File: config.mk
export PLATFORM = sky130hd
export DESIGN_NAME = sync_qual_top
export DESIGN_NICKNAME = d
export VERILOG_FILES = /design/src/rtl/sync_qual_pkg.sv /design/src/rtl/sync_pin_sync.sv /design/src/rtl/hs_width_meter.sv /design/src/rtl/frame_qualifier.sv /design/src/rtl/vram_write_gate.sv /design/src/rtl/sync_qual_top.sv
export SDC_FILE = /design/constraint.sdc
export NUM_CORES = 1
export LEC_CHECK = 0
export BUFFER_PORTS_ARGS = -buffer_cell sky130_fd_sc_hd__buf_4
export CAP_MARGIN = 30
export CORE_MARGIN = 2
export CORE_UTILIZATION = 25
export DETAILED_ROUTE_END_ITERATION = 8
export MAX_ROUTING_LAYER = met4
export PLACE_DENSITY = 0.45
export RECOVER_POWER = 100
export SYNTH_ARGS = -nofsm -noshare
export SYNTH_HDL_FRONTEND = slang
export SYNTH_HIERARCHICAL = 1
export SYNTH_SLANG_ARGS = --single-unit
export TNS_END_PERCENT = 20
File: constraint.sdc
create_clock -name clk -period 1.3 [get_ports clk]
set_input_delay 0.13 -clock clk [delete_from_list [all_inputs] [get_ports clk]]
set_output_delay 0.13 -clock clk [all_outputs]
set_load 0.05 [all_outputs]
File: src/rtl/sync_qual_pkg.sv
package sync_qual_pkg;

    localparam int MIN_HS_W_DEF  = 18;
    localparam int SYNC_DEPTH_DEF = 2;

    typedef struct packed {
        logic hs;
        logic vs;
    } sync_pair_t;

    typedef enum logic {
        GATE_IDLE = 1'b0,
        GATE_PEND = 1'b1
    } gate_state_e;

    typedef struct packed {
        logic line_ok;
        logic line_bad;
        logic vs_level;
    } line_event_t;

    // Map a synchronised pin level to "active": positive polarity passes through.
    function automatic logic to_active(input logic lvl, input logic pos);
        return pos ? lvl : ~lvl;
    endfunction

endpackage

File: src/rtl/sync_pin_sync.sv
module sync_pin_sync #(
    parameter int WIDTH  = 2,
    parameter int STAGES = 2
) (
    input  logic             clk,
    input  logic             rst,
    input  logic [WIDTH-1:0] rst_val,
    input  logic [WIDTH-1:0] d_async,
    output logic [WIDTH-1:0] q_sync
);
    logic [WIDTH-1:0] chain [STAGES];

    generate
        for (genvar s = 0; s < STAGES; s++) begin : g_stage
            if (s == 0) begin : g_first
                always_ff @(posedge clk) begin
                    if (rst) chain[0] <= rst_val;
                    else     chain[0] <= d_async;
                end
            end else begin : g_rest
                always_ff @(posedge clk) begin
                    if (rst) chain[s] <= rst_val;
                    else     chain[s] <= chain[s-1];
                end
            end
        end
    endgenerate

    assign q_sync = chain[STAGES-1];
endmodule

File: src/rtl/hs_width_meter.sv
module hs_width_meter #(
    parameter int MIN_W = 18
) (
    input  logic clk,
    input  logic rst,
    input  logic hs_act,
    input  logic vs_act,
    output sync_qual_pkg::line_event_t evt
);
    import sync_qual_pkg::*;

    localparam int CW = $clog2(MIN_W + 1);
    localparam logic [CW-1:0] LIMIT = CW'(MIN_W);

    logic [CW-1:0] width_cnt;
    logic          hs_prev;
    logic          trail;

    assign trail = hs_prev & ~hs_act;

    always_ff @(posedge clk) begin
        if (rst) begin
            width_cnt <= '0;
            hs_prev   <= 1'b0;
            evt       <= '0;
        end else begin
            hs_prev <= hs_act;
            if (hs_act) begin
                if (width_cnt != LIMIT) width_cnt <= width_cnt + 1'b1;
            end else begin
                width_cnt <= '0;
            end
            evt.line_ok  <= trail & (width_cnt == LIMIT);
            evt.line_bad <= trail & (width_cnt != LIMIT);
            evt.vs_level <= vs_act;
        end
    end
endmodule

File: src/rtl/frame_qualifier.sv
module frame_qualifier (
    input  logic clk,
    input  logic rst,
    input  sync_qual_pkg::line_event_t evt,
    output logic frame_pulse
);
    logic vs_sample;

    always_comb frame_pulse = evt.line_ok & evt.vs_level & ~vs_sample;

    always_ff @(posedge clk) begin
        if (rst)              vs_sample <= 1'b0;
        else if (evt.line_ok) vs_sample <= evt.vs_level;
    end
endmodule

File: src/rtl/vram_write_gate.sv
module vram_write_gate (
    input  logic clk,
    input  logic rst,
    input  logic lockout,
    input  logic req,
    output logic grant,
    output logic blocked,
    output logic busy
);
    import sync_qual_pkg::*;

    gate_state_e state, state_nx;
    logic        want;

    always_comb begin
        want     = req | (state == GATE_PEND);
        state_nx = (want & lockout) ? GATE_PEND : GATE_IDLE;
    end

    always_ff @(posedge clk) begin
        if (rst) begin
            state   <= GATE_IDLE;
            grant   <= 1'b0;
            blocked <= 1'b0;
        end else begin
            state   <= state_nx;
            grant   <= want & ~lockout;
            blocked <= req & lockout & (state == GATE_IDLE);
        end
    end

    assign busy = (state == GATE_PEND);
endmodule

File: src/rtl/sync_qual_top.sv
module sync_qual_top #(
    parameter int MIN_HS_W   = sync_qual_pkg::MIN_HS_W_DEF,
    parameter int SYNC_DEPTH = sync_qual_pkg::SYNC_DEPTH_DEF
) (
    input  logic clk,
    input  logic rst,
    input  logic pol_pos,
    input  logic hs_pin,
    input  logic vs_pin,
    input  logic wr_req,
    output logic hs_active,
    output logic line_start,
    output logic frame_start,
    output logic hs_err,
    output logic wr_grant,
    output logic wr_blocked,
    output logic wr_busy
);
    import sync_qual_pkg::*;

    sync_pair_t  pins_s;
    sync_pair_t  idle_lvl;
    logic        hs_act, vs_act;
    line_event_t evt;
    logic        frame_pulse;

    // Reset the synchroniser to the inactive level of the current polarity.
    assign idle_lvl = '{hs: ~pol_pos, vs: ~pol_pos};

    sync_pin_sync #(.WIDTH(2), .STAGES(SYNC_DEPTH)) u_sync (
        .clk     (clk),
        .rst     (rst),
        .rst_val (idle_lvl),
        .d_async ({hs_pin, vs_pin}),
        .q_sync  (pins_s)
    );

    assign hs_act = to_active(pins_s.hs, pol_pos);
    assign vs_act = to_active(pins_s.vs, pol_pos);

    hs_width_meter #(.MIN_W(MIN_HS_W)) u_meter (
        .clk    (clk),
        .rst    (rst),
        .hs_act (hs_act),
        .vs_act (vs_act),
        .evt    (evt)
    );

    frame_qualifier u_frame (
        .clk         (clk),
        .rst         (rst),
        .evt         (evt),
        .frame_pulse (frame_pulse)
    );

    vram_write_gate u_gate (
        .clk     (clk),
        .rst     (rst),
        .lockout (hs_act),
        .req     (wr_req),
        .grant   (wr_grant),
        .blocked (wr_blocked),
        .busy    (wr_busy)
    );

    assign hs_active   = hs_act & ~rst;
    assign line_start  = evt.line_ok;
    assign hs_err      = evt.line_bad;
    assign frame_start = frame_pulse;
endmodule

# Yosys cells after proc, flatten, opt, wreduce, memory -nomap -nowiden
# Memory sizes are Yosys's and may differ from the RTL's.
# Cells that the tools add are included.
[totals]
elab_cells = 42
out_inout_bits = 7
ramBits = 4
ff_bits = 13
n_memories = 1
in_bits = 6
[mem_list]
columns = ["memory", "depth", "width", "rd", "rd_clocked_by_memory_dff", "write_ports", "line_no", "source"]
rows = [
  ["u_sync.chain", 2, 2, 2, 0, 2, "sync_pin_sync.sv:11", "logic [WIDTH-1:0] chain [STAGES];"],
]
[op_classes]
n_eq_ne = 2
muxes = 8
reduce_logical = 1
bitwise_logic = 20
add_sub_neg = 1
[ops]
columns = ["cell", "count"]
rows = [
  ["bitwise AND 1 bit", 10],
  ["NOT 1 bit", 7],
  ["two-way mux 1 bit", 6],
  ["adder 5 x 1 -> 5 bit (second input constant)", 1],
  ["== test 5 bit (second input constant)", 1],
  ["!= test 5 bit (second input constant)", 1],
  ["two-way mux 2 bit", 2],
  ["bitwise OR 1 bit", 3],
  ["OR reduction 2 bit", 1],
]

# Logic depth before layout (Yosys ltp)
# Gate-level depths: netlist of run 1.
[logic_depth]
ltp_word = 5
ltp_mapped = 4

# Hierarchy
# The synthesis of run 1 kept the hierarchy.
[by_module_without_submodules]
columns = ["mod", "seq_area_each_um2", "area_per_inst_um2", "cells_each", "n_inst"]
rows = [
  ["hs_width_meter", 180.2, 419.2, 35, 1],
  ["sync_pin_sync", 80.1, 125.1, 8, 1],
  ["vram_write_gate", 60.1, 88.8, 7, 1],
  ["frame_qualifier", 20.0, 42.5, 5, 1],
  ["sync_qual_top", 0.0, 27.5, 4, 1],
]

# Least setup slack after synthesis of run 1
# OpenSTA, ideal clock, no wires.
[synth_path]
kind = "reg-to-output"
startpoint = "register u_meter/evt[2] (netlist name)"
endpoint = "output port frame_start"
required_ns = 1.170
path_slack_ns = -0.272
n_path_buf = 0
stages_incl_launch_ff = 3
t_arrival_ns = 1.442
path_cell_list = "dfxtp_1 > nand2_1 > nor2_1"
[synth_via]
elab_chain_len = 2
[synth_rtl]
columns = ["element", "line_no", "source"]
rows = [
  ["bitwise AND 1 bit (2 in a row)", "frame_qualifier.sv:9", "always_comb frame_pulse = evt.line_ok & evt.vs_level & ~vs_sample;"],
  ["end, declared", "sync_qual_top.sv:13", "output logic frame_start,"],
]
# No other way between the ends.

==> results of run 1 <==
==> sequential cells by signal, indices dropped and copies added, names as in the netlist <==
signal / count
u_gate/grant: 1
u_meter/evt: 3
u_gate/busy: 1
u_meter/hs_prev: 1
u_meter/width_cnt: 5
u_frame/vs_sample: 1
u_gate/blocked: 1
u_sync/chain: 4
==> metrics by stage <==
| stage | area, sq um | std cells | hold slack [ns] |
|---|---|---|---|
| floorplan | 708.2 | 59 | 0.1924 |
| global placement | 829.5 | 102 | 0.3595 |
| detailed placement | 829.5 | 102 | 0.3611 |
| CTS | 872.1 | 107 | 0.04848 |
| global route | 875.8 | 107 | 0.04017 |
| finish | 875.8 | 107 | 0.06030 |
==> synthesized netlist by cell type (all sizes together) <==
cell	instances
inv	2
nand3b	4
nor3b	2
nor2	2
nand2b	1
mux2i	4
or3b	4
nor3	1
a21oi	1
nand3	2
dfxtp	17
nand2	1
xnor2	3
nor4b	1
mux2	4
and4bb	3
ha	2
nor2b	3
buf	2
==> final cells by class <==
| cell class | instances | area [sq um] |
|---|---|---|
| Sequential cell | 17 | 341.6 |
| Clock buffer | 4 | 26.28 |
| Multi-Input combinational cell | 38 | 350.3 |
| Tap cell | 31 | 38.79 |
| Timing Repair Buffer | 15 | 111.4 |
| Inverter | 2 | 7.507 |
| Fill cell | 294 | 1834 |
==> logic make-up (layout without fill, tap and decap cells) <==
| kind of cell | Yosys count | after routing | synth area share |
|---|---|---|---|
| flops | 17 | 17 | 0.4840 |
| simple gates | 24 | 24 | 0.2669 |
| compound gates | 1 | 1 | 0.01246 |
| xor+xnor | 3 | 3 | 0.03737 |
| mux | 8 | 8 | 0.1210 |
| buf+inv | 4 | 21 | 0.04271 |
| fa+ha+maj | 2 | 2 | 0.03558 |
==> final timing paths <==
| check | startpoint | endpoint | slack, ns |
|---|---|---|---|
| worst max-delay path | u_sync/chain[1][1]$_DFF_P_ | hs_active | 0.01 |
| worst min-delay path | hs_pin | u_sync/chain[0][1]$_DFF_P_ | 0.06 |
| worst max register to register | u_sync/chain[1][1]$_DFF_P_ | u_meter/width_cnt[4]$_SDFFE_PP0P_ | 0.05 |
| worst min register to register | u_sync/chain[0][0]$_DFF_P_ | u_sync/chain[1][0]$_DFF_P_ | 0.46 |
==> critical path, stage by stage, from the launching register on <==
cell,delay (ns)
dfxtp_2,0.34
xnor2_2,0.11
buf_4,0.13
nor2b_4,0.14
buf_8,0.15
==> routing by layer <==
metal  part of all wire  vias to the layer above
met3              0.033                        4
li1                   -                      240
met4              0.038                        0
met2               0.49                       10
met5                  0                        -
met1               0.44                      220
==> power by group <==
part	leakage [nW]	internal, mW	switching [mW]
clock network	0.0150	0.119	0.163
logic	0.207	0.0926	0.0983
registers	0.140	0.552	0.0132
total	0.362	0.764	0.275
==> repair_timing <==
item,4_1_cts,5_1_grt
endpoints found under the setup margin,1,6
gates resized for setup,2,4
setup buffers,1,0
pin swaps,1,1
==> flow_summary.toml, run 1 <==
[status]
outcome = "finished, final reports clean"

[place]
port_buffers = 12
routabilityCongestion = 0.6025
place_ws_ns = 0.1078
hpwl_um = 794.2

[global_routing]
track_usage = 0.08031
grt_pass1_wl_um = 1876
met3_usage = 0.01361
busiest_layer = "met2"
antenna_found_initial = 0
grt-ovfl-total = 0
grt_pass1_vias = 432
grt_max_degree = 22
met2_usage = 0.1166
grtUsageMet1 = 0.09078

[die]
fp.coreArea_sq_um = 2710
num_rows = 19
die-height_um = 57.04
die_w_um = 57.04
die-area_sq_um = 3253
ios = 13
start_util = 0.2595

[pwr]
total_power_mw = 1.039
powerDensity_nw_per_um2 = 1186
power.leakage_nw = 0.3619
ir_worst_vdd_v = 0.0005718

[logic_synthesis]
synth_area_leaders = "dfxtp_1, mux2_2, mux2i_1, or3b_1, nand3b_1"
syn_area_sq_um = 703.2
synthCells = 59
synth-seq-area-share = 0.4840
syn_avg_cell_area_sq_um = 11.92
yosysTopAreaCellShare = 0.4840
mappedNetlistNets = 67
yosysTopAreaCell = "dfxtp_1"
synth_seq_cells = 17
ys_types = 21
ys_warn_count = 6

[flow_run]
max-cap-violations = 0

[critical_path]
crit_type = "register to output pin"
worst-endpoint-arrival_ns = 1.16
worstSetupStartpointType = "register"
cp.required_ns = 1.17
cp_max_fo = 2
reg2regPathDepth = 5
endpoint_kind = "output pin"

[hold_path]
hold_class = "primary input to register"
worstHoldPathCells = 2

[sta]
slew_headroom = 0.8169
slew_violations = 0
hold_violations = 0
fin_skew_ns = 0.003027
tightestPinTransition_ns = 0.2759
fin_crit_ns = 1.286
tns_ns = 0
rsz0062_at_grt = "yes"
max_freq_mhz = 777.5
setup_viol = 0
period_share = 0.9893
worst_slack_ns = 0.01389

[route]
drt_iter0_markers = 24
wl_per_cell_um = 11.33
ant_nets = 0
drt_wl_total_um = 1212
via_per_inst = 4.430
vias = 474
drt-pass1-iter-count = 2
drc = 0

[cells_and_area]
num_antenna_cells = 0
area_growth_pct = 24.56
most-common-layout-cells = "dfxtp_1, buf_4, clkbuf_2"
final_util = 0.3232
drive_gt1_frac = 0.3947
fin_nets = 85
final_common_cell = "dfxtp_1"

[clock_tree]
cts_sinks = 17
clk_latency_ns = 0.29
root_buffer = "clkbuf_4"
ctsHoldBuffers = 0
cts_tree = "done"
clockBufferDepth = 2
h-tree-depth = 1
cts_made_buffers = 3
clkTransAtPathRegs_ns = 0.09
(Power assumes the default switching activity.)
==> run 2: changes to the inputs <==
CORE_ASPECT_RATIO = 2   (was not set)
PLACE_DENSITY = 0.52   (was 0.45)
==> run 2 against run 1 <==
Flip-flop and latch count stayed put. Largest power group unchanged. Non-clock buffer count is 5 higher. Critical endpoint unchanged. Register-to-register slack better by 0.02 ns. Clock power is 37% higher. Setup slack worse by 0.0073 ns. Count of clock-buffer cells in the layout stayed put.
==> flow_summary.toml, run 2 (synthesis results as in run 1) <==
[sta]
fin_crit_ns = 1.293
hold_violations = 0
tightestPinTransition_ns = 0.2767
slew_violations = 0
setup_viol = 0
rsz0062_at_grt = "yes"
slew_headroom = 0.8163
fin_skew_ns = 0.005067
max_freq_mhz = 773.2
period_share = 0.9949

[hold_path]
worstHoldPathCells = 2
hold_start = "hs_pin"
hold_class = "primary input to register"
hold_end = "u_sync/chain[0][1]$_DFF_P_"

[critical_path]
worstReg2RegStart = "u_sync/chain[1][1]$_DFF_P_"
reg2reg_slack_ns = 0.07
cp_top_family = "buffers and inverters"
critPathBufInv = 2
worst-endpoint-arrival_ns = 1.16
endpoint_kind = "output pin"
cp_max_fo = 7
max_stage_delay_ns = 0.31
worstSetupStartpointType = "register"
cp.required_ns = 1.17
crit_type = "register to output pin"
reg2regPathDepth = 5
cp_slowest_cell = "dfxtp_2"
reg2reg_to = "u_meter/width_cnt[3]$_SDFFE_PP0P_"
crit_chain = "xnor2_1 > buf_4 > nor2b_4 > buf_6"

[die]
start_util = 0.2602
fp.coreArea_sq_um = 2703
die-height_um = 79
die-area_sq_um = 3279
die_w_um = 41.50
ios = 13
num_rows = 27

[route]
drt_iter0_markers = 20
drt_wl_total_um = 1214
ant_nets = 0
vias = 499
via_per_inst = 4.536
drc = 0
wl_per_cell_um = 11.04
drt-pass1-iter-count = 4

[clock_tree]
root_buffer = "clkbuf_8"
clockBufferDepth = 2
clk_latency_ns = 0.25
cts_sinks = 17
cts_made_buffers = 3
cts_tree = "done"
h-tree-depth = 1
clkTransAtPathRegs_ns = 0.06

[global_routing]
grt_max_degree = 22
grt_pass1_vias = 463
antenna_found_initial = 0
grt_pass1_wl_um = 2090
grt-ovfl-total = 0
track_usage = 0.08718

[cells_and_area]
top_register = "u_meter/width_cnt"
fin_nets = 90
final_common_cell = "dfxtp_1"
drive_gt1_frac = 0.4321
finalNonFillerCells = 110
area_growth_pct = 30.78
most-common-layout-cells = "dfxtp_1, buf_4, clkbuf_2"
largest_reg_flops = 5
fillers = 295
num_antenna_cells = 0
multi_input_area_sq_um = 342.8
seqCellArea_sq_um = 342.8
post-route-cell-area_sq_um = 919.6
reg_top3 = "u_meter/width_cnt x5, u_sync/chain x4, u_meter/evt x3"

[place]
dp_cells = 101
port_buffers = 12
placed_area_sq_um = 834.6
routabilityCongestion = 0.7348
hpwl_um = 840.2

[pwr]
powerDensity_nw_per_um2 = 1270
power.leakage_nw = 0.3878
ir_worst_vdd_v = 0.0008827
total_power_mw = 1.168

[flow_run]
max-cap-violations = 0

[status]
outcome = "finished, final reports clean"
==> run 2: cell type report <==
class,count,area share
Sequential cell,17,0.3728
Multi-Input combinational cell,38,0.3728
Inverter,2,0.008163
Clock buffer,4,0.04898
Tap cell,29,0.03946
Timing Repair Buffer,20,0.1578
==> run 2: report_power, final <==
| group | total, mW | internal, mW | switching, mW | leakage, nW |
|---|---|---|---|---|
| clock network | 0.389 | 0.217 | 0.172 | 0.0228 |
| logic | 0.214 | 0.110 | 0.104 | 0.225 |
| registers | 0.565 | 0.553 | 0.0115 | 0.140 |
==> run 2: per-layer routing <==
layer  wire (um)  GRT usage  vias up  share of wire
met5           0          -        -              0
met3          59    0.02273        4          0.049
met4          42    0.06774        0          0.035
met1         514    0.08604      232           0.42
met2         598     0.1422       13           0.49
li1            -          -      250              -
==> run 2: worst max-delay path by stage <==
stage	from	endpoint	slack [ns]	cells past startpoint
3_3_place_gp	u_sync/chain[1][1]$_DFF_P_	u_meter/width_cnt[0]$_SDFFE_PP0P_	0.12	4
4_1_cts	u_sync/chain[1][1]$_DFF_P_	hs_active	0.003	4
5_1_grt	u_sync/chain[1][1]$_DFF_P_	hs_active	-0.06	4
3_5_place_dp	u_meter/width_cnt[0]$_SDFFE_PP0P_	u_meter/width_cnt[1]$_SDFFE_PP0P_	0.06	4
2_1_floorplan	u_meter/evt[2]$_SDFF_PP0_	frame_start	-0.06	2
6_report	u_sync/chain[1][1]$_DFF_P_	hs_active	0.007	4
==> run 2: timing repair <==
action | CTS | global route
pin swaps | 0 | 1
setup endpoints to repair | 1 | 4
hold buffers | 0 | 0
gates resized for setup | 1 | 4
buffers inserted | 2 | 3
==> run 2: worst reg2reg max path, stage by stage, from the launching register on <==
cell,delay [ns]
dfxtp_2,0.31
xnor2_1,0.14
buf_4,0.17
buf_6,0.10
or3b_1,0.33
mux2i_1,0.12
==> run 2: metrics by stage <==
stage / setup TNS [ns] / worst slack (ns) / hold WS (ns) / utilization
6_report: 0 / 0.006605 / 0.1060 / 0.3403
2_1_floorplan: -0.06489 / -0.06489 / 0.1924 / -
5_1_grt: -0.1374 / -0.05790 / 0.1006 / 0.3403
4_1_cts: 0 / 0.003114 / 0.1029 / 0.3324
3_5_place_dp: 0 / 0.06152 / 0.3623 / 0.3088
3_3_place_gp: 0 / 0.1221 / 0.3561 / 0.3088
==> run 3: changes to the inputs <==
CORE_ASPECT_RATIO = not set   (was 2)
CORE_UTILIZATION = 46   (was 25)
PLACE_DENSITY = 0.79   (was 0.52)
==> run 3 against run 2 <==
Final cell count fell by 15%. First-iteration DRC count fell by 95%. Worst hold slack got worse by 0.041 ns. Critical path depth fell by 1. Utilization rose by 26 points. Sequential share of layout area rose by 1.5 points. Non-clock buffer count fell by 4. Setup slack improved by 0.032 ns. Fmax rose by 2.5%. Via count fell by 2.8%. Count of clock-buffer cells in the layout fell by 1. Design area fell by 3.9%. Largest power group unchanged.
==> flow_summary.toml, run 3 (synthesis results as in run 1) <==
[pwr]
p_int_uw = 767.7
total_power_mw = 1.047
power_frac_comb = 0.188
netSwitchingFraction = 0.2670
powerDensity_nw_per_um2 = 1186
pwr-share-clk = 0.266
pwr-share-seq = 0.546
ir_worst_vdd_v = 0.0006839
power.switching_uw = 279.6
power.leakage_nw = 0.3723

[critical_path]
reg2reg_to = "u_meter/width_cnt[0]$_SDFFE_PP0P_"
cp_slowest_cell = "dfxtp_2"
worstSetupStartpointType = "register"
worstReg2RegStart = "u_sync/chain[1][1]$_DFF_P_"
crit_type = "register to output pin"
worst-endpoint-arrival_ns = 1.13
cp_max_fo = 2
max_stage_delay_ns = 0.35
cp_top_family = "flip-flops"
critPathBufInv = 1
endpoint_kind = "output pin"
cp.required_ns = 1.17
crit_chain = "xnor2_4 > nor2b_4 > buf_6"
reg2reg_slack_ns = 0.07
reg2regPathDepth = 4

[die]
num_rows = 14
ios = 13
die-area_sq_um = 1857
start_util = 0.4779
die_w_um = 43.10
fp.coreArea_sq_um = 1471
die-height_um = 43.10

[clock_tree]
clockBufferDepth = 2
clk_latency_ns = 0.29
root_buffer = "clkbuf_4"
cts_sinks = 17
cts_tree = "done"
clkTransAtPathRegs_ns = 0.09
h-tree-depth = 1
cts_made_buffers = 3

[hold_path]
worstHoldPathCells = 2
hold_start = "vs_pin"
hold_end = "u_sync/chain[0][0]$_DFF_P_"
hold_class = "primary input to register"

[status]
outcome = "finished, final reports clean"

[sta]
max_freq_mhz = 792.8
fin_crit_ns = 1.261
tightestPinTransition_ns = 0.2169
period_share = 0.9703
hold_ws_ns = 0.06485
slew_violations = 0
worst_slack_ns = 0.03864
slew_headroom = 0.8554
setup_viol = 0
rsz0062_at_grt = "yes"
tns_ns = 0
fin_skew_ns = 0.009570
hold_violations = 0

[place]
port_buffers = 12
place_ws_ns = -0.1246
routabilityCongestion = 0.6936
dp_cells = 88
hpwl_um = 800
placed_area_sq_um = 818.3

[global_routing]
grt_pass1_wl_um = 1932
track_usage = 0.1504
antenna_found_initial = 0
grt-ovfl-total = 0
grt_pass1_vias = 466
grt_max_degree = 22

[cells_and_area]
area_growth_pct = 25.62
fin_nets = 86
finalNonFillerCells = 93
final_util = 0.6003
drive_gt1_frac = 0.4286
num_antenna_cells = 0
most-common-layout-cells = "buf_4, dfxtp_1"
top_register = "u_meter/width_cnt"
reg_top3 = "u_meter/width_cnt x5, u_sync/chain x4, u_meter/evt x3"
largest_reg_flops = 5
post-route-cell-area_sq_um = 883.3

[route]
via_per_inst = 5.215
m1WireLength_um = 456
dr_wl_met3_um = 59
drt_iter0_markers = 1
top_layer_used = "met4"
ant_nets = 0
vias = 485
drt_wl_total_um = 1151
drc = 0
routed-wl-met2_um = 628
drt-pass1-iter-count = 3
wl_per_cell_um = 12.38

[flow_run]
max-cap-violations = 0
==> run 3: cell count changes in the layout (fill, tap and decap cells not counted), sizes merged <==
cell	delta
buf	+1
clkbuf	-6
clkinv	+1
==> run 3: final cells by class <==
class | count | area (sq um)
well taps | 16 | 20.02
flip-flops and latches | 17 | 342.8
fillers | 125 | 588.1
inverters | 2 | 7.507
clock inverters | 1 | 5.005
repair buffers | 16 | 123.9
clock buffers | 3 | 22.52
multi-input cells | 38 | 361.6
==> run 3: worst max-delay path by stage <==
stage,startpoint,to,depth (start not counted)
finish,u_sync/chain[1][1]$_DFF_P_,hs_active,3
global route,u_sync/chain[1][1]$_DFF_P_,hs_active,3
CTS,u_meter/width_cnt[0]$_SDFFE_PP0P_,u_meter/width_cnt[1]$_SDFFE_PP0P_,4
detailed placement,u_sync/chain[1][1]$_DFF_P_,u_meter/width_cnt[2]$_SDFFE_PP0P_,4
global placement,u_sync/chain[1][1]$_DFF_P_,u_meter/width_cnt[2]$_SDFFE_PP0P_,4
floorplan,u_meter/evt[2]$_SDFF_PP0_,frame_start,2
==> run 3: worst register-to-register path: stages (launching register included) <==
cell,delay [ns]
dfxtp_2,0.35
xnor2_4,0.16
buf_4,0.17
or3b_1,0.34
mux2i_1,0.13
==> run 3: repair_timing <==
item | in CTS | in global routing
hold buffers | 0 | 0
pin swaps | 1 | 0
buffers inserted | 1 | 0
resized for setup | 3 | 3
endpoints found under the setup margin | 7 | 2
==> run 3: per-layer routing <==
| metal | GRT usage | up-vias |
|---|---|---|
| met5 | - | - |
| met4 | 0.07273 | 0 |
| met3 | 0.07660 | 2 |
| met2 | 0.2388 | 10 |
| met1 | 0.1518 | 227 |
| li1 | - | 246 |
==> run 3: power groups by stage <==
stage	clock [mW]	combinational, mW	sequential [mW]
finish	0.279	0.197	0.571
global route	0.313	0.210	0.575
global placement	0	0.171	0.577
floorplan	0	0.0954	0.605
CTS	0.290	0.190	0.571
detailed placement	0	0.174	0.580
